**src/rtl/rxr_pkg.sv**
```systemverilog
`timescale 1ns/1ps
// Shared types and field positions for the receive descriptor ring controller.
// Assumes a 16-bit status halfword and a 16-bit length per descriptor.
package rxr_pkg;
    typedef enum logic [1:0] {
        ENG_IDLE = 2'd0,
        ENG_RECV = 2'd1,
        ENG_DROP = 2'd2
    } eng_state_e;

    localparam int ST_EMPTY  = 15;  // software has handed the buffer over
    localparam int ST_WRAP   = 13;  // last descriptor of the ring
    localparam int ST_LENERR = 5;   // frame exceeded the maximum length
    localparam int ST_RXERR  = 0;   // upstream flagged the frame bad
    localparam int ACT_BIT   = 24;  // activation bit in the kick register
    localparam int LEN_W     = 16;
endpackage

```
**src/rtl/rxr_desc_mem.sv**
```systemverilog
`timescale 1ns/1ps
// Descriptor table: status, length and buffer address per entry.
// Assumes engine writeback and software writes never hit the same word
// in one cycle; if they do, the writeback wins.
module rxr_desc_mem #(
    parameter int N  = 4,
    parameter int IW = 2
) (
    input  logic          clk,
    input  logic          rst_n,
    input  logic          sw_we,
    input  logic [IW-1:0] sw_idx,
    input  logic          sw_word,
    input  logic [31:0]   sw_wdata,
    input  logic [IW-1:0] eng_idx,
    input  logic          wb_en,
    input  logic [15:0]   wb_status,
    input  logic [15:0]   wb_len,
    input  logic [IW-1:0] rd_idx,
    input  logic          rd_word,
    output logic [31:0]   rd_data,
    output logic [15:0]   cur_status,
    output logic [31:0]   cur_buf
);
    logic [15:0] st_q  [N];
    logic [15:0] len_q [N];
    logic [31:0] ba_q  [N];

    // Storage update: engine writeback first, then software access
    always_ff @(posedge clk) begin
        for (int e = 0; e < N; e++) begin
            if (!rst_n) begin
                st_q[e]  <= '0;
                len_q[e] <= '0;
                ba_q[e]  <= '0;
            end else begin
                if (wb_en && eng_idx == IW'(e)) begin
                    st_q[e]  <= wb_status;
                    len_q[e] <= wb_len;
                end else if (sw_we && sw_idx == IW'(e) && !sw_word) begin
                    st_q[e]  <= sw_wdata[31:16];
                    len_q[e] <= sw_wdata[15:0];
                end
                if (sw_we && sw_idx == IW'(e) && sw_word)
                    ba_q[e] <= sw_wdata;
            end
        end
    end

    // Read paths for the engine and the register port
    always_comb begin
        cur_status = st_q[eng_idx];
        cur_buf    = ba_q[eng_idx];
        rd_data    = rd_word ? ba_q[rd_idx] : {st_q[rd_idx], len_q[rd_idx]};
    end
endmodule

```
**src/rtl/rxr_ctrl_regs.sv**
```systemverilog
`timescale 1ns/1ps
// Enable, activation and event bits.
// Assumes the decode strobes are mutually exclusive.
module rxr_ctrl_regs (
    input  logic clk,
    input  logic rst_n,
    input  logic we,
    input  logic sel_ctrl,
    input  logic sel_act,
    input  logic sel_ev,
    input  logic wd_b0,
    input  logic wd_act,
    input  logic drop_clr,
    input  logic ev_set,
    output logic enable_q,
    output logic active_q,
    output logic event_q
);
    // Enable bit written by software
    always_ff @(posedge clk) begin
        if (!rst_n)                enable_q <= 1'b0;
        else if (we && sel_ctrl)   enable_q <= wd_b0;
    end

    // Activation: set by a kick, cleared by a drop or by disable
    always_ff @(posedge clk) begin
        if (!rst_n || !enable_q)          active_q <= 1'b0;
        else if (we && sel_act && wd_act) active_q <= 1'b1;
        else if (drop_clr)                active_q <= 1'b0;
    end

    // Sticky frame event, cleared by writing one
    always_ff @(posedge clk) begin
        if (!rst_n)                       event_q <= 1'b0;
        else if (ev_set)                  event_q <= 1'b1;
        else if (we && sel_ev && wd_b0)   event_q <= 1'b0;
    end
endmodule

```
**src/rtl/rxr_rx_engine.sv**
```systemverilog
`timescale 1ns/1ps
// Frame engine: walks the ring, emits buffer writes, builds writeback.
// Assumes well-formed streams (no start marker inside a frame).
module rxr_rx_engine
    import rxr_pkg::*;
#(
    parameter int N         = 4,
    parameter int IW        = 2,
    parameter int MAX_BUF   = 1520,
    parameter int MAX_FRAME = 1518
) (
    input  logic          clk,
    input  logic          rst_n,
    input  logic          enable,
    input  logic          active,
    input  logic          rx_valid,
    input  logic          rx_sof,
    input  logic          rx_eof,
    input  logic          rx_err,
    input  logic [7:0]    rx_data,
    input  logic [15:0]   cur_status,
    input  logic [31:0]   cur_buf,
    output logic [IW-1:0] idx_q,
    output logic          wb_en,
    output logic [15:0]   wb_status,
    output logic [15:0]   wb_len,
    output logic          drop_clr,
    output logic          ev_set,
    output logic          buf_we,
    output logic [31:0]   buf_addr,
    output logic [7:0]    buf_wdata
);
    localparam int CW = $clog2(MAX_BUF + 1);

    eng_state_e    state_q;
    logic [CW-1:0] cnt_q, cnt_in, cnt_nx;
    logic          ovf_q, ovf_in, ovf_nx;
    logic [31:0]   base_q, base_in;
    logic          accept, take, store, done;
    logic [IW-1:0] idx_nx;

    // Per-beat datapath: acceptance, byte store, length and error tracking
    always_comb begin
        accept   = enable && active && cur_status[ST_EMPTY];
        cnt_in   = (state_q == ENG_IDLE) ? '0 : cnt_q;
        ovf_in   = (state_q == ENG_IDLE) ? 1'b0 : ovf_q;
        base_in  = (state_q == ENG_IDLE) ? cur_buf : base_q;
        take     = enable && rx_valid &&
                   ((state_q == ENG_IDLE && rx_sof && accept) || state_q == ENG_RECV);
        store    = take && (cnt_in < CW'(MAX_BUF));
        cnt_nx   = cnt_in + CW'(store);
        ovf_nx   = ovf_in | (take && cnt_in >= CW'(MAX_FRAME));
        done     = take && rx_eof;
        wb_en    = done;
        wb_status = {1'b0, cur_status[14:6], ovf_nx, 4'b0000, rx_err};
        wb_len   = LEN_W'(cnt_nx);
        ev_set   = done && !ovf_nx && !rx_err;
        drop_clr = enable && active && rx_valid && rx_sof &&
                   state_q == ENG_IDLE && !cur_status[ST_EMPTY];
        idx_nx   = (cur_status[ST_WRAP] || idx_q == IW'(N - 1)) ? '0 : idx_q + IW'(1);
    end

    // Sequencing: state, counters, ring index and registered buffer port
    always_ff @(posedge clk) begin
        if (!rst_n || !enable) begin
            state_q   <= ENG_IDLE;
            idx_q     <= '0;
            cnt_q     <= '0;
            ovf_q     <= 1'b0;
            base_q    <= '0;
            buf_we    <= 1'b0;
            buf_addr  <= '0;
            buf_wdata <= '0;
        end else begin
            buf_we <= store;
            if (store) begin
                buf_addr  <= base_in + 32'(cnt_in);
                buf_wdata <= rx_data;
            end
            if (take) begin
                cnt_q  <= cnt_nx;
                ovf_q  <= ovf_nx;
                base_q <= base_in;
            end
            if (done) idx_q <= idx_nx;
            case (state_q)
                ENG_IDLE: if (rx_valid && rx_sof && !rx_eof)
                              state_q <= accept ? ENG_RECV : ENG_DROP;
                ENG_RECV,
                ENG_DROP: if (rx_valid && rx_eof) state_q <= ENG_IDLE;
                default:  state_q <= ENG_IDLE;
            endcase
        end
    end
endmodule

```
**src/rtl/rxr_ring_ctrl.sv**
```systemverilog
`timescale 1ns/1ps
// Top of the receive descriptor ring controller: register decode,
// descriptor table, control bits and frame engine.
// Word map: 0 enable, 1 activation, 2 event, 4+2i / 5+2i descriptor i.
module rxr_ring_ctrl #(
    parameter int NUM_DESC        = 4,
    parameter int MAX_BUF_BYTES   = 1520,
    parameter int MAX_FRAME_BYTES = 1518,
    parameter int REG_AW          = $clog2(4 + 2 * NUM_DESC + 1)
) (
    input  logic              clk,
    input  logic              rst_n,
    input  logic              reg_we,
    input  logic [REG_AW-1:0] reg_addr,
    input  logic [31:0]       reg_wdata,
    output logic [31:0]       reg_rdata,
    input  logic              rx_valid,
    input  logic              rx_sof,
    input  logic              rx_eof,
    input  logic              rx_err,
    input  logic [7:0]        rx_data,
    output logic              buf_we,
    output logic [31:0]       buf_addr,
    output logic [7:0]        buf_wdata
);
    import rxr_pkg::*;

    localparam int IW = (NUM_DESC > 1) ? $clog2(NUM_DESC) : 1;
    localparam logic [REG_AW-1:0] DESC_LO = REG_AW'(4);
    localparam logic [REG_AW-1:0] DESC_HI = REG_AW'(4 + 2 * NUM_DESC);

    logic [REG_AW-1:0] off;
    logic              d_ok;
    logic [IW-1:0]     d_idx, ring_idx;
    logic [31:0]       mem_rd, cur_buf;
    logic [15:0]       cur_status, wb_status, wb_len;
    logic              wb_en, drop_clr, ev_set;
    logic              enable_q, active_q, event_q;

    // Register address decode
    always_comb begin
        off   = reg_addr - DESC_LO;
        d_ok  = (reg_addr >= DESC_LO) && (reg_addr < DESC_HI);
        d_idx = off[IW:1];
    end

    rxr_ctrl_regs u_regs (
        .clk(clk), .rst_n(rst_n), .we(reg_we),
        .sel_ctrl(reg_addr == REG_AW'(0)),
        .sel_act (reg_addr == REG_AW'(1)),
        .sel_ev  (reg_addr == REG_AW'(2)),
        .wd_b0(reg_wdata[0]), .wd_act(reg_wdata[ACT_BIT]),
        .drop_clr(drop_clr), .ev_set(ev_set),
        .enable_q(enable_q), .active_q(active_q), .event_q(event_q)
    );

    rxr_desc_mem #(.N(NUM_DESC), .IW(IW)) u_mem (
        .clk(clk), .rst_n(rst_n),
        .sw_we(reg_we && d_ok), .sw_idx(d_idx), .sw_word(off[0]), .sw_wdata(reg_wdata),
        .eng_idx(ring_idx), .wb_en(wb_en), .wb_status(wb_status), .wb_len(wb_len),
        .rd_idx(d_idx), .rd_word(off[0]), .rd_data(mem_rd),
        .cur_status(cur_status), .cur_buf(cur_buf)
    );

    rxr_rx_engine #(.N(NUM_DESC), .IW(IW), .MAX_BUF(MAX_BUF_BYTES),
                    .MAX_FRAME(MAX_FRAME_BYTES)) u_eng (
        .clk(clk), .rst_n(rst_n), .enable(enable_q), .active(active_q),
        .rx_valid(rx_valid), .rx_sof(rx_sof), .rx_eof(rx_eof), .rx_err(rx_err),
        .rx_data(rx_data), .cur_status(cur_status), .cur_buf(cur_buf),
        .idx_q(ring_idx), .wb_en(wb_en), .wb_status(wb_status), .wb_len(wb_len),
        .drop_clr(drop_clr), .ev_set(ev_set),
        .buf_we(buf_we), .buf_addr(buf_addr), .buf_wdata(buf_wdata)
    );

    // Register read multiplexer
    always_comb begin
        reg_rdata = '0;
        if (d_ok) reg_rdata = mem_rd;
        else if (reg_addr == REG_AW'(0)) reg_rdata[0] = enable_q;
        else if (reg_addr == REG_AW'(1)) reg_rdata[ACT_BIT] = active_q;
        else if (reg_addr == REG_AW'(2)) reg_rdata[0] = event_q;
    end
endmodule

```
**config.mk**
```make
export PLATFORM = sky130hd
export DESIGN_NAME = rxr_ring_ctrl
export DESIGN_NICKNAME = d
export VERILOG_FILES = /design/src/rtl/rxr_pkg.sv /design/src/rtl/rxr_desc_mem.sv /design/src/rtl/rxr_ctrl_regs.sv /design/src/rtl/rxr_rx_engine.sv /design/src/rtl/rxr_ring_ctrl.sv
export SDC_FILE = /design/constraint.sdc
export NUM_CORES = 1
export LEC_CHECK = 0
export BUFFER_PORTS_ARGS = -buffer_cell sky130_fd_sc_hd__buf_2
export CAP_MARGIN = 30
export CORE_ASPECT_RATIO = 1.2
export CORE_UTILIZATION = 30
export CTS_CLUSTER_DIAMETER = 80
export DETAILED_ROUTE_END_ITERATION = 7
export PLACE_DENSITY = 0.5
export SYNTH_ARGS = -nofsm -noshare
export SYNTH_HDL_FRONTEND = slang
export SYNTH_SLANG_ARGS = --single-unit
```
**constraint.sdc**
```tcl
create_clock -name clk -period 12.1 [get_ports clk]
set_input_delay 2.42 -clock clk [delete_from_list [all_inputs] [get_ports clk]]
set_output_delay 2.42 -clock clk [all_outputs]
set_load 0.01 [all_outputs]
```
Word-level counts from Yosys, hierarchy flattened. Memory sizes are Yosys's and may differ from the RTL's. A register that Yosys moved wholly into a read port is not among the register bits. Index checks and enable logic that the tools add are counted.

Latch bits: 0. Word-level logic and storage cells: 201. Memory bits (read-only): 0. Flip-flop bits (word level): 92. Input port bits: 51. Memories: 3. Output and inout port bits: 73. Bits in writable memories: 256.

Eq/ne operators: 12. Div/mod/pow operators: 0. $mul: 0. Reduce and logical (&&, ||, !) cells: 59. Order comparisons: 4. Muxes and demuxes: 87. Add/subtract/negate cells: 4. Shifts and indexed selects: 0. Bitwise gates (word level): 21.

Memory list: u_mem.ba_q (depth 4, width 32, rd ports 2, clocked after Yosys merged registers in 1, write ports 4, RTL line rxr_desc_mem.sv:27) `logic [31:0] ba_q [N];`; u_mem.len_q (depth 4, width 16, rd ports 1, clocked after Yosys merged registers in 0, write ports 4, RTL line rxr_desc_mem.sv:26) `logic [15:0] len_q [N];`; u_mem.st_q (depth 4, width 16, rd ports 2, clocked after Yosys merged registers in 1, write ports 4, RTL line rxr_desc_mem.sv:25) `logic [15:0] st_q [N];`.

Operators by type and width (count): 16-bit 2-to-1 mux (16); 32-bit 2-to-1 mux (6); 1-bit 2-to-1 mux (53); 1-bit logical AND (41); 32-bit by 11-bit adder with 32-bit output (1); 23-bit 2-to-1 mux (1); 1-bit OR (21); 2-bit 2-to-1 mux (8); 11-bit by 1-bit adder with 11-bit output (1); 11-bit greater-or-equal comparator (second input constant) (1); 11-bit less-than comparator (second input constant) (1); 11-bit 2-to-1 mux (1); 2-bit == test (second input constant) (5); 1-bit zero test (7); 7-bit 2-to-1 mux (1); 2-bit by 1-bit == test with 1-bit output (second input constant) (3); 2-bit zero test (3); 4-bit by 1-bit == test with 1-bit output (second input constant) (1); 4-bit by 2-bit == test with 1-bit output (second input constant) (1); 4-bit by 3-bit greater-or-equal comparator with 1-bit output (second input constant) (1); 4-bit zero test (1); 4-bit less-than comparator (second input constant) (1); 2-bit one-hot mux with 2 select lines (1); 2-bit nonzero test (2); other kinds (7) (9).

Logic depth before layout (Yosys ltp). Gate-level depths: netlist of run 1.

Depth after elaboration: 12. Mapped depth: 20. Depth with buffers taken out: 16.

Cells and area by module. From an unflattened synthesis of run 1, not the netlist that was laid out.

Cells, all modules: 1664. Area total of the unflattened synthesis: 19338.5 sq um.

Modules (own cells, without submodules): rxr_desc_mem (instances 1, sequential area each 7687.4 sq um, area each 13560.5 sq um, cells an instance 933); rxr_rx_engine (instances 1, sequential area each 1781.7 sq um, area each 5367.6 sq um, cells an instance 671); rxr_ring_ctrl (instances 1, sequential area each 0.0 sq um, area each 291.5 sq um, cells an instance 47); rxr_ctrl_regs (instances 1, sequential area each 60.1 sq um, area each 118.9 sq um, cells an instance 13).

Least setup slack after synthesis of run 1. OpenSTA, ideal clock, no wires.

Kind: input port to flip-flop. Start: input reg_addr[2]. End: memory u_mem.len_q[2][0] (enable). Required time: 11.567 ns. Arrival: 7.586 ns. Cell stages on the path: 7. Path buffers: 3. Setup slack: 3.981 ns. Library setup time: 0.533 ns. Cell sequence: clkbuf_1 > buf_1 > inv_1 > ha_1 > clkbuf_1 > nand3b_1 > o311ai_0.

RTL lines: from (decl) (RTL line rxr_ring_ctrl.sv:14) `input logic [REG_AW-1:0] reg_addr,`; to (decl) (RTL line rxr_desc_mem.sv:26).

Worst setup path after layout of run 1.
Start: input reg_addr[1]. End: output reg_rdata[0].

Cells in the longest elaborated chain, start to end: 5. Elaborated cells between the ends (all ways): 14. Those cells by class: add/sub: 1; order compare: 2; eq/ne: 2; mux: 5; reduce/logical: 2; memory: 2.

Ends and longest elaborated chain: branches (longest 4 deep; another with memory 4 x 16 bit); 1-bit 2-to-1 mux (*) (RTL line rxr_ring_ctrl.sv:78) `if (d_ok) reg_rdata = mem_rd;`; to (decl) (RTL line rxr_ring_ctrl.sv:16) `output logic [31:0] reg_rdata,`.

Mark *: on every way between the ends.

==> impl_metrics.ini, run 1 <==
[status]
outcome = finished clean

[finish]
finalCoreUtilization_pct = 35.4
fin_nets = 1597
syn_to_final_growth_pct = 16.6
drive_gt1_share_pct = 23.0

[die]
die_h_um = 271
start_util_pct = 30.4
die-area_sq_um = 61200
rows = 98
coreArea_sq_um = 59500
die_w_um = 226
pin_count = 124

[clocking]
cts_tree = done
htreeDepth = 2
clock_path_buffers = 3
cts_hold_buf = 0
clk_pin_slew_ns = 0.06
cts_root_buffer = clkbuf_16
clock_sinks = 350
postCtsSetupRepairBufs = 0
ctsResizeCount = 0
cts_made_buffers = 41
insertion_delay_ns = 0.58

[routing]
drtAntennaViolNets = 0
via_per_inst = 5.28
drtPass1Iterations = 5
num_vias = 12500
wl_um = 56500
drt_iter0_drc = 798
drc = 0
wl_per_cell_um = 23.9

[yosys]
ys_types = 64
synth_flop_cell = edfxtp_1
netlist_instances = 1433
synth_area_leaders = edfxtp_1 (43%), mux4_2 (12%), dfxtp_1 (10%), and2_1 (6.0%), a22o_1 (3.7%)
syn_avg_cell_area_sq_um = 12.6
yosys_warnings = 0
synth_enable_flop_cells = 256
ys_ff_latch = 350
ys_seq_area_share_pct = 53.0
yosysTopAreaCellShare_pct = 42.6
syn_nets = 1505
post_synth_instance_area_sq_um = 18100
synth.largest_area_cell = edfxtp_1
synth-async-reset-ratio_pct = 0

[power]
p_per_area_nw_per_um2 = 135
ir_drop_uv = 99.1
leakagePower_nw = 7.44

[setup_path]
path_class = primary input to primary output
r2r_slack_ns = 6.96
rr_endpoint = u_mem.len_q[1][5]$_DFFE_PP_
arrival_ns = 4.70
cp-end-kind = primary output
reg2reg_depth = 9
crit_family = buffers and inverters
startpoint_type = primary input
crit_required_ns = 9.68
worstPathBufferInverterCount = 4
cp_max_fo = 44
critPathMaxStageDelay_ns = 0.55
crit_chain = buf_4, buf_4, buf_16, mux4_2, mux2_2, nand2_1, o31ai_1, buf_2
crit_top_cell = buf_4
cpMaxStageDelayCell = mux4_2

[sta]
relSlewSlack_pct = 31.9
rsz0062_at_grt = false
skew_ns = 0.0171
final_hold_viol_count = 0
slew_viol_final = 0
fin_crit_ns = 7.12
finalSetupViolations = 0
finalCritPeriodShare_pct = 58.9
fmax_mhz = 140
tightest_slew_ns = 1.02
fin_tns_setup_ns = 0

[grt]
antenna_found_initial = 10
grt_max_degree = 68
grt_overflow = 0
grt_pass1_vias = 12500
grt.total_usage_pct = 18.4
grt_pass1_wl_um = 82500

[worst_hold_path]
min_path_type = flop to flop
worstHoldStart = u_eng.buf_addr[5]$_SDFFE_PP0P_
worstHoldEndpoint = u_eng.buf_addr[5]$_SDFFE_PP0P_
holdPathStages = 2

[placement]
portBuffers = 123
hpwl_um = 36700
gp_congestion = 0.773

[job]
maxCapViolCount = 0
==> area by class of cell <==
type                    instances  area, sq um
diodes                          3         7.51
clock buffers                  57         1150
clock inverters                19          174
fillers                      5834        38400
inverters                      16         60.1
multi-input cells             956         8090
flip-flops and latches        350         9570
well taps                     800         1000
repair buffers                160          991
==> state kept, by name (all words and copies together), names as in the netlist, named ones only <==
name	cells
u_mem.len_q	64
u_eng.buf_wdata	8
u_mem.st_q	64
u_regs.enable_q	1
u_eng.base_q	32
u_regs.active_q	1
u_eng.buf_we	1
u_eng.cnt_q	11
u_eng.idx_q	2
u_eng.buf_addr	32
u_regs.event_q	1
u_eng.ovf_q	1
u_eng.state_q	2
u_mem.ba_q	128
==> worst min-delay path: stages (launching register included) <==
cell and delay, ns:
dfxtp_1 0.30, nand2_1 0.05, a21oi_1 0.05
==> power breakdown <==
group | leakage, nW | internal (mW) | switching, mW
Clock | 0.654 | 0.729 | 0.513
Combinational | 3.58 | 0.0959 | 0.139
Sequential | 3.21 | 1.34 | 0.0230
Total | 7.44 | 2.17 | 0.676
==> kinds of logic (layout without fill, tap and decap cells) <==
logic type / count (synthesis) / in the layout / share of synthesized area [%]
xor+xnor: 24 / 24 / 1.16
fa+ha+maj: 21 / 21 / 1.50
simple gates: 529 / 529 / 15.8
flops: 350 / 350 / 53.0
other cells: 0 / 3 / 0
buf+inv: 127 / 252 / 2.91
mux: 171 / 171 / 17.1
compound gates: 211 / 211 / 8.51
==> layout by cell type, fill, tap and decap left out, types with 4 or more instances in the layout <==
cell type and n:
edfxtp_1 256, and2_1 173, buf_2 121, mux4_2 95, dfxtp_1 92, nand2_1 91, a22o_1 76, nor2_1 76
mux2i_1 52, nand3_1 48, clkbuf_16 43, nor2b_1 42, a21oi_1 37, buf_4 32, o21ai_0 28, a211oi_1 26
nor3_1 22, ha_1 19, nand4_1 17, inv_1 16, mux2_2 13, xor2_1 13, clkbuf_1 12, mux4_1 11
xnor2_1 11, and3_1 10, clkinv_2 10, or4_1 9, nor4_1 9, o21ai_4 6, nand3b_1 6, a31oi_1 5
nand2b_1 4, or2_2 4, nor2_4 4, a21o_1 4
==> routing by layer <==
layer  track usage (%)  share of wire [%]
met1              23.3                 41
met2              30.6                 49
met3              4.29                7.0
met4              6.27                2.4
met5                 0               0.16
==> how the worst max path moves through the flow <==
stage           startpoint                              end  slack, ns  cells after the start
3_5_place_dp   reg_addr[1]                     reg_rdata[0]       4.55                      7
4_1_cts        reg_addr[1]                     reg_rdata[0]       4.56                      7
3_3_place_gp   reg_addr[1]                     reg_rdata[0]       4.61                      7
6_report       reg_addr[1]                     reg_rdata[0]       4.98                      8
5_1_grt        reg_addr[1]                     reg_rdata[0]       4.79                      8
2_1_floorplan  reg_addr[2]  u_mem.len_q[2][0]$_SDFFCE_PN0P_       3.98                      7
==> cell usage after synthesis, types with 13 or more instances <==
master,number
a211oi_1,26
a21oi_1,39
a22o_1,76
and2_1,173
buf_1,21
buf_2,17
clkbuf_1,70
dfxtp_1,94
edfxtp_1,256
ha_1,20
inv_1,16
mux2_2,13
mux2i_1,52
mux4_2,95
nand2_1,92
nand3_1,50
nand4_1,17
nor2_1,80
nor2b_1,42
nor3_1,22
o21ai_0,33
xor2_1,13
==> metrics by stage <==
stage | hold WS [ns] | cells | total power [mW] | cell area [sq um] | setup slack (ns)
after floorplan | 0.427 | 1433 | 1.52 | 18100 | 3.98
after detailed placement | 0.443 | 2279 | 1.63 | 19600 | 4.55
after CTS | 0.449 | 2355 | 2.86 | 21000 | 4.56
after global placement | 0.436 | 2275 | 1.62 | 19600 | 4.61
final | 0.445 | 2361 | 2.84 | 21000 | 4.98
after global routing | 0.464 | 2360 | 2.92 | 21000 | 4.79
Power figures use the tool's default switching activity.
==> run 2: changes to the inputs <==
==> constraint.sdc (replaced) <==
create_clock -name clk -period 6.7 [get_ports clk]
set_input_delay 1.34 -clock clk [delete_from_list [all_inputs] [get_ports clk]]
set_output_delay 1.34 -clock clk [all_outputs]
set_load 0.01 [all_outputs]
==> impl_metrics.ini, run 2 (synthesis gave the netlist of run 1 again) <==
[setup_path]
crit_cells = 6
rr_endpoint = u_mem.len_q[2][8]$_SDFFCE_PN0P_
worstPathBufferInverterCount = 4
cpMaxStageDelayCell = ha_1
cp-startpoint = reg_addr[2]
crit_family = buffers and inverters
path_class = primary input to primary output
reg2reg_depth = 14
cp-end-kind = primary output
crit_end = reg_rdata[0]
startpoint_type = primary input
cp_max_fo = 32
crit_chain = buf_4, inv_1, ha_1, buf_4, o31ai_1, buf_2
crit_required_ns = 5.36
r2r_slack_ns = 2.21
critPathMaxStageDelay_ns = 0.66
arrival_ns = 3.79
crit_top_cell = buf_4

[clocking]
ctsResizeCount = 0
clock_path_buffers = 3
cts_hold_buf = 0
cts_made_buffers = 40
clk_pin_slew_ns = 0.06
cts_root_buffer = clkbuf_16
cts_tree = done
htreeDepth = 2
postCtsSetupRepairBufs = 0
clock_sinks = 350
insertion_delay_ns = 0.56

[placement]
hpwl_um = 35800
dpl-instance-area_sq_um = 19700
dp.cells = 2282
gp_congestion = 0.787
portBuffers = 123
dp_slack_ns = 1.51

[routing]
drc = 0
via_per_inst = 5.23
num_vias = 12300
wl_met3_um = 3280
wl_met1_um = 23500
wl_per_cell_um = 23.0
wl_um = 54300
met2_length_um = 26100
drtPass1Iterations = 5
drt_iter0_drc = 961
topRoutingLayerUsed = met5
drtAntennaViolNets = 0

[finish]
layout_common_cells = edfxtp_1 (256), and2_1 (173), buf_2 (121)
largest_register_ffs = 128
syn_to_final_growth_pct = 16.7
top_register = u_mem.ba_q
fin_nets = 1596
fin_area_sq_um = 21100
largestRegisters = u_mem.ba_q x128, u_mem.len_q x64, u_mem.st_q x64
instances_no_fill = 2357
drive_gt1_share_pct = 23.3
layout_commonest_cell = edfxtp_1

[grt]
antenna_found_initial = 9
grt_pass1_vias = 12400
grt.total_usage_pct = 17.7
grt_overflow = 0
grt_pass1_wl_um = 80100
grt_max_degree = 66

[worst_hold_path]
worstHoldStart = u_eng.cnt_q[0]$_SDFFE_PP0P_
min_path_type = flop to flop

[job]
maxCapViolCount = 0

[power]
power.switching_mw = 1.21
switching_share_pct = 23.4
p_clk_share_pct = 44.3
p_seq_share_pct = 47.5
power.internal_mw = 3.96
power_mw = 5.18
p_per_area_nw_per_um2 = 246
comb_power_share_pct = 8.1
ir_drop_uv = 171
leakagePower_nw = 7.46

[sta]
skew_ns = 0.0188
fmax_mhz = 195
final_hold_viol_count = 0
slew_viol_final = 0
rsz0062_at_grt = false
relSlewSlack_pct = 38.8
finalSetupViolations = 0
fin_crit_ns = 5.13
finalCritPeriodShare_pct = 76.6
tightest_slew_ns = 0.915
fin_tns_setup_ns = 0
fin_ws_ns = 1.57

[die]
die_w_um = 226
rows = 98
pin_count = 124
start_util_pct = 30.4
die-area_sq_um = 61200
die_h_um = 271
coreArea_sq_um = 59500

[status]
outcome = finished clean
run 2: changes by cell type in the layout (fill, tap and decap cells not counted), moves of 2 or more:
| cell | change |
|---|---|
| buf_6 | -2 |
| buf_8 | +4 |
| bufinv_16 | +2 |
| clkbuf_1 | -6 |
| clkinv_2 | -2 |
| clkinv_4 | +2 |
| clkinvlp_4 | +3 |
| diode_2 | -2 |
| nor2_2 | +4 |
| nor2_4 | -4 |
run 2: power groups by stage:
stage,combinational (mW),sequential [mW],clock [mW]
after floorplan,0.249,2.49,0
after global placement,0.424,2.50,0
after detailed placement,0.429,2.51,0
after CTS,0.431,2.46,2.35
after global routing,0.453,2.47,2.42
final,0.421,2.46,2.30
run 2: final cells by class:
class                   instances  area (sq um)
flip-flops and latches        350          9570
inverters                      16          60.1
clock inverters                23           263
clock buffers                  51          1110
fillers                      5782         38400
multi-input cells             956          8080
diodes                          1          2.50
repair buffers                160           981
well taps                     800          1000
run 2: worst min-delay path, stage by stage, from the launching register on:
cell and delay (ns):
dfxtp_1 0.30, nand2_1 0.05, a21oi_1 0.05
run 2: per-layer routing:
| layer | track usage, % | vias to the layer above |
|---|---|---|
| met5 | 0 | - |
| met4 | 5.51 | 14 |
| met3 | 3.37 | 86 |
| met2 | 29.1 | 375 |
| met1 | 23.3 | 6219 |
| li1 | - | 5630 |
run 2: worst min-delay path by stage:
stage          cells after the start                        endpoint
2_1_floorplan                      2     u_eng.cnt_q[0]$_SDFFE_PP0P_
3_3_place_gp                       2     u_eng.cnt_q[0]$_SDFFE_PP0P_
3_5_place_dp                       2     u_eng.cnt_q[0]$_SDFFE_PP0P_
4_1_cts                            2     u_eng.cnt_q[0]$_SDFFE_PP0P_
5_1_grt                            2  u_eng.buf_addr[5]$_SDFFE_PP0P_
6_report                           2     u_eng.cnt_q[0]$_SDFFE_PP0P_
run 2: per-stage QoR:
| stage | hold WS, ns | util (%) |
|---|---|---|
| CTS | 0.447 | 35.4 |
| detailed placement | 0.439 | 33.1 |
| global route | 0.472 | 35.4 |
| global placement | 0.433 | 32.9 |
| floorplan | 0.427 | - |
| finish | 0.445 | 35.4 |
==> run 3: changes to the inputs <==
--- a/config.mk
+++ b/config.mk
@@ -5,6 +5,7 @@
 export SDC_FILE = /design/constraint.sdc
 export NUM_CORES = 1
 export LEC_CHECK = 0
+export ABC_AREA = 1
 export BUFFER_PORTS_ARGS = -buffer_cell sky130_fd_sc_hd__buf_2
 export CAP_MARGIN = 30
 export CORE_ASPECT_RATIO = 1.2
==> constraint.sdc (replaced) <==
create_clock -name clk -period 5.1 [get_ports clk]
set_input_delay 1.02 -clock clk [delete_from_list [all_inputs] [get_ports clk]]
set_output_delay 1.02 -clock clk [all_outputs]
set_load 0.01 [all_outputs]
==> impl_metrics.ini, run 3 <==
[yosys]
synth_top_cells_by_count = nor2_1 (341), nand2_1 (315), edfxtp_1 (256)
synth.largest_area_cell = edfxtp_1
ys_ff_latch = 350
ys_types = 56
syn_nets = 2150
synth-async-reset-ratio_pct = 0
syn_avg_cell_area_sq_um = 8.74
netlist_instances = 2078
yosysTopAreaCellShare_pct = 42.3
synth_area_leaders = edfxtp_1 (42%), dfxtp_1 (10%), nor2_1 (7.0%), nand2_1 (6.5%), o21ai_0 (4.3%)
ys_seq_area_share_pct = 52.7
post_synth_instance_area_sq_um = 18200
yosysMostFrequentCell = nor2_1
yosys_warnings = 0
synth_enable_flop_cells = 256
synth_flop_cell = edfxtp_1

[routing]
num_vias = 15800
drt_iter0_drc = 1493
drtPass1Iterations = 8
wl_met3_um = 4430
met2_length_um = 29500
topRoutingLayerUsed = met4
via_per_inst = 5.30
wl_um = 64000
drc = 0
drtAntennaViolNets = 0
wl_met1_um = 28600
wl_per_cell_um = 21.4

[setup_path]
reg2reg_depth = 22
crit_required_ns = 4.08
cp-end-kind = primary output
crit_chain = buf_2, inv_1, ha_1, inv_1, buf_4, a311oi_1, buf_2
cp_max_fo = 19
cpMaxStageDelayCell = a311oi_1
arrival_ns = 3.29
rr_endpoint = u_mem.len_q[2][10]$_SDFFCE_PN0P_
path_class = primary input to primary output
r2r_slack_ns = 1.15
critPathMaxStageDelay_ns = 0.53
startpoint_type = primary input

[die]
rows = 98
die_w_um = 227
pin_count = 124
coreArea_sq_um = 59700
die_h_um = 272
die-area_sq_um = 61500
start_util_pct = 30.4

[finish]
fin_nets = 2231
layout_commonest_cell = nor2_1
drive_gt1_share_pct = 14.2
layout_common_cells = nor2_1 (338), nand2_1 (315), edfxtp_1 (256)
diodes = 0
nFillCells = 6225
largestRegisters = u_mem.ba_q x128, u_mem.len_q x64, u_mem.st_q x64
top_register = u_mem.ba_q
syn_to_final_growth_pct = 15.5
largest_register_ffs = 128

[clocking]
postCtsSetupRepairBufs = 0
htreeDepth = 2
clk_pin_slew_ns = 0.05
insertion_delay_ns = 0.58
cts_tree = done
cts_made_buffers = 41
cts_root_buffer = clkbuf_16
cts_hold_buf = 0
ctsResizeCount = 0
clock_path_buffers = 3
clock_sinks = 350

[worst_hold_path]
worstHoldStart = u_eng.base_q[17]$_SDFFE_PP0P_
min_path_type = flop to flop
worstHoldEndpoint = u_eng.base_q[17]$_SDFFE_PP0P_
holdPathStages = 2

[job]
maxCapViolCount = 0

[grt]
grt_max_degree = 71
grt_pass1_vias = 15100
grt_overflow = 0
grt.total_usage_pct = 20.7
grt_pass1_wl_um = 95600
antenna_found_initial = 0

[power]
power_mw = 6.81
leakagePower_nw = 8.17
ir_drop_uv = 200
p_per_area_nw_per_um2 = 325

[sta]
fin_tns_setup_ns = 0
rsz0062_at_grt = false
relSlewSlack_pct = 36.9
finalCritPeriodShare_pct = 84.6
slew_viol_final = 0
tightest_slew_ns = 0.946
final_hold_viol_count = 0
finalSetupViolations = 0
fin_crit_ns = 4.31
fmax_mhz = 232
fin_ws_ns = 0.787
skew_ns = 0.0271

[status]
outcome = finished clean

[placement]
dp_slack_ns = 0.814
hpwl_um = 40900
portBuffers = 123
gp_congestion = 0.829
-- run 3: stage by stage --
| stage | cell area (sq um) | std cells | util, % | hold WS (ns) |
|---|---|---|---|---|
| 2_1_floorplan | 18200 | 2078 | - | 0.429 |
| 3_3_place_gp | 19600 | 2915 | 32.8 | 0.439 |
| 3_5_place_dp | 19600 | 2916 | 32.9 | 0.450 |
| 4_1_cts | 21000 | 2991 | 35.1 | 0.457 |
| 5_1_grt | 21000 | 2991 | 35.1 | 0.474 |
| 6_report | 21000 | 2991 | 35.1 | 0.457 |
-- run 3: final cells by class --
class / count / area, sq um / area share (%)
Multi-Input combinational cell: 1390 / 7200 / 34.3
Inverter: 206 / 773 / 3.68
Clock buffer: 53 / 1130 / 5.39
Timing Repair Buffer: 170 / 1090 / 5.19
Tap cell: 800 / 1000 / 4.77
Sequential cell: 350 / 9570 / 45.6
Clock inverter: 22 / 220 / 1.05
-- run 3: layer usage --
metal / global-route usage [%] / vias to the layer above
met2: 33.0 / 650
met5: 0 / -
li1: - / 7380
met3: 2.45 / 90
met1: 29.0 / 7722
met4: 6.58 / 0
-- run 3: where the power goes --
| group | leakage (nW) | internal [mW] | switching [mW] |
|---|---|---|---|
| registers | 3.20 | 3.18 | 0.0513 |
| logic | 4.30 | 0.160 | 0.418 |
| clock network | 0.666 | 1.77 | 1.24 |
-- run 3: how the worst max path moves through the flow --
stage / to / cells past startpoint / start / slack, ns
after floorplan: u_mem.len_q[2][10]$_SDFFCE_PN0P_ / 19 / rx_sof / 1.70
after global placement: reg_rdata[29] / 7 / reg_addr[2] / 0.88
after detailed placement: reg_rdata[29] / 7 / reg_addr[2] / 0.81
after CTS: reg_rdata[29] / 7 / reg_addr[2] / 0.81
after global routing: u_mem.len_q[3][10]$_DFFE_PP_ / 22 / flop / 0.73
final: reg_rdata[29] / 7 / reg_addr[2] / 0.79
-- run 3: critical path: cells and delay by family --
family | cells | cell delay, ns
buffers and inverters | 5 | 1.22
AO/OA/AOI/OAI | 1 | 0.53
adder cells (fa/ha/maj) | 1 | 0.50
-- run 3: cells by family (layout without fill, tap and decap cells) --
group / after synthesis / count (layout) / synth area share (%)
AOI/OAI and AO/OA: 548 / 548 / 18.5
xor gates and xnor gates: 16 / 16 / 0.772
adders and majority gates: 21 / 21 / 1.49
buffers and inverters: 338 / 451 / 7.94
DFF: 350 / 350 / 52.7
and+or+nand+nor: 805 / 805 / 18.6
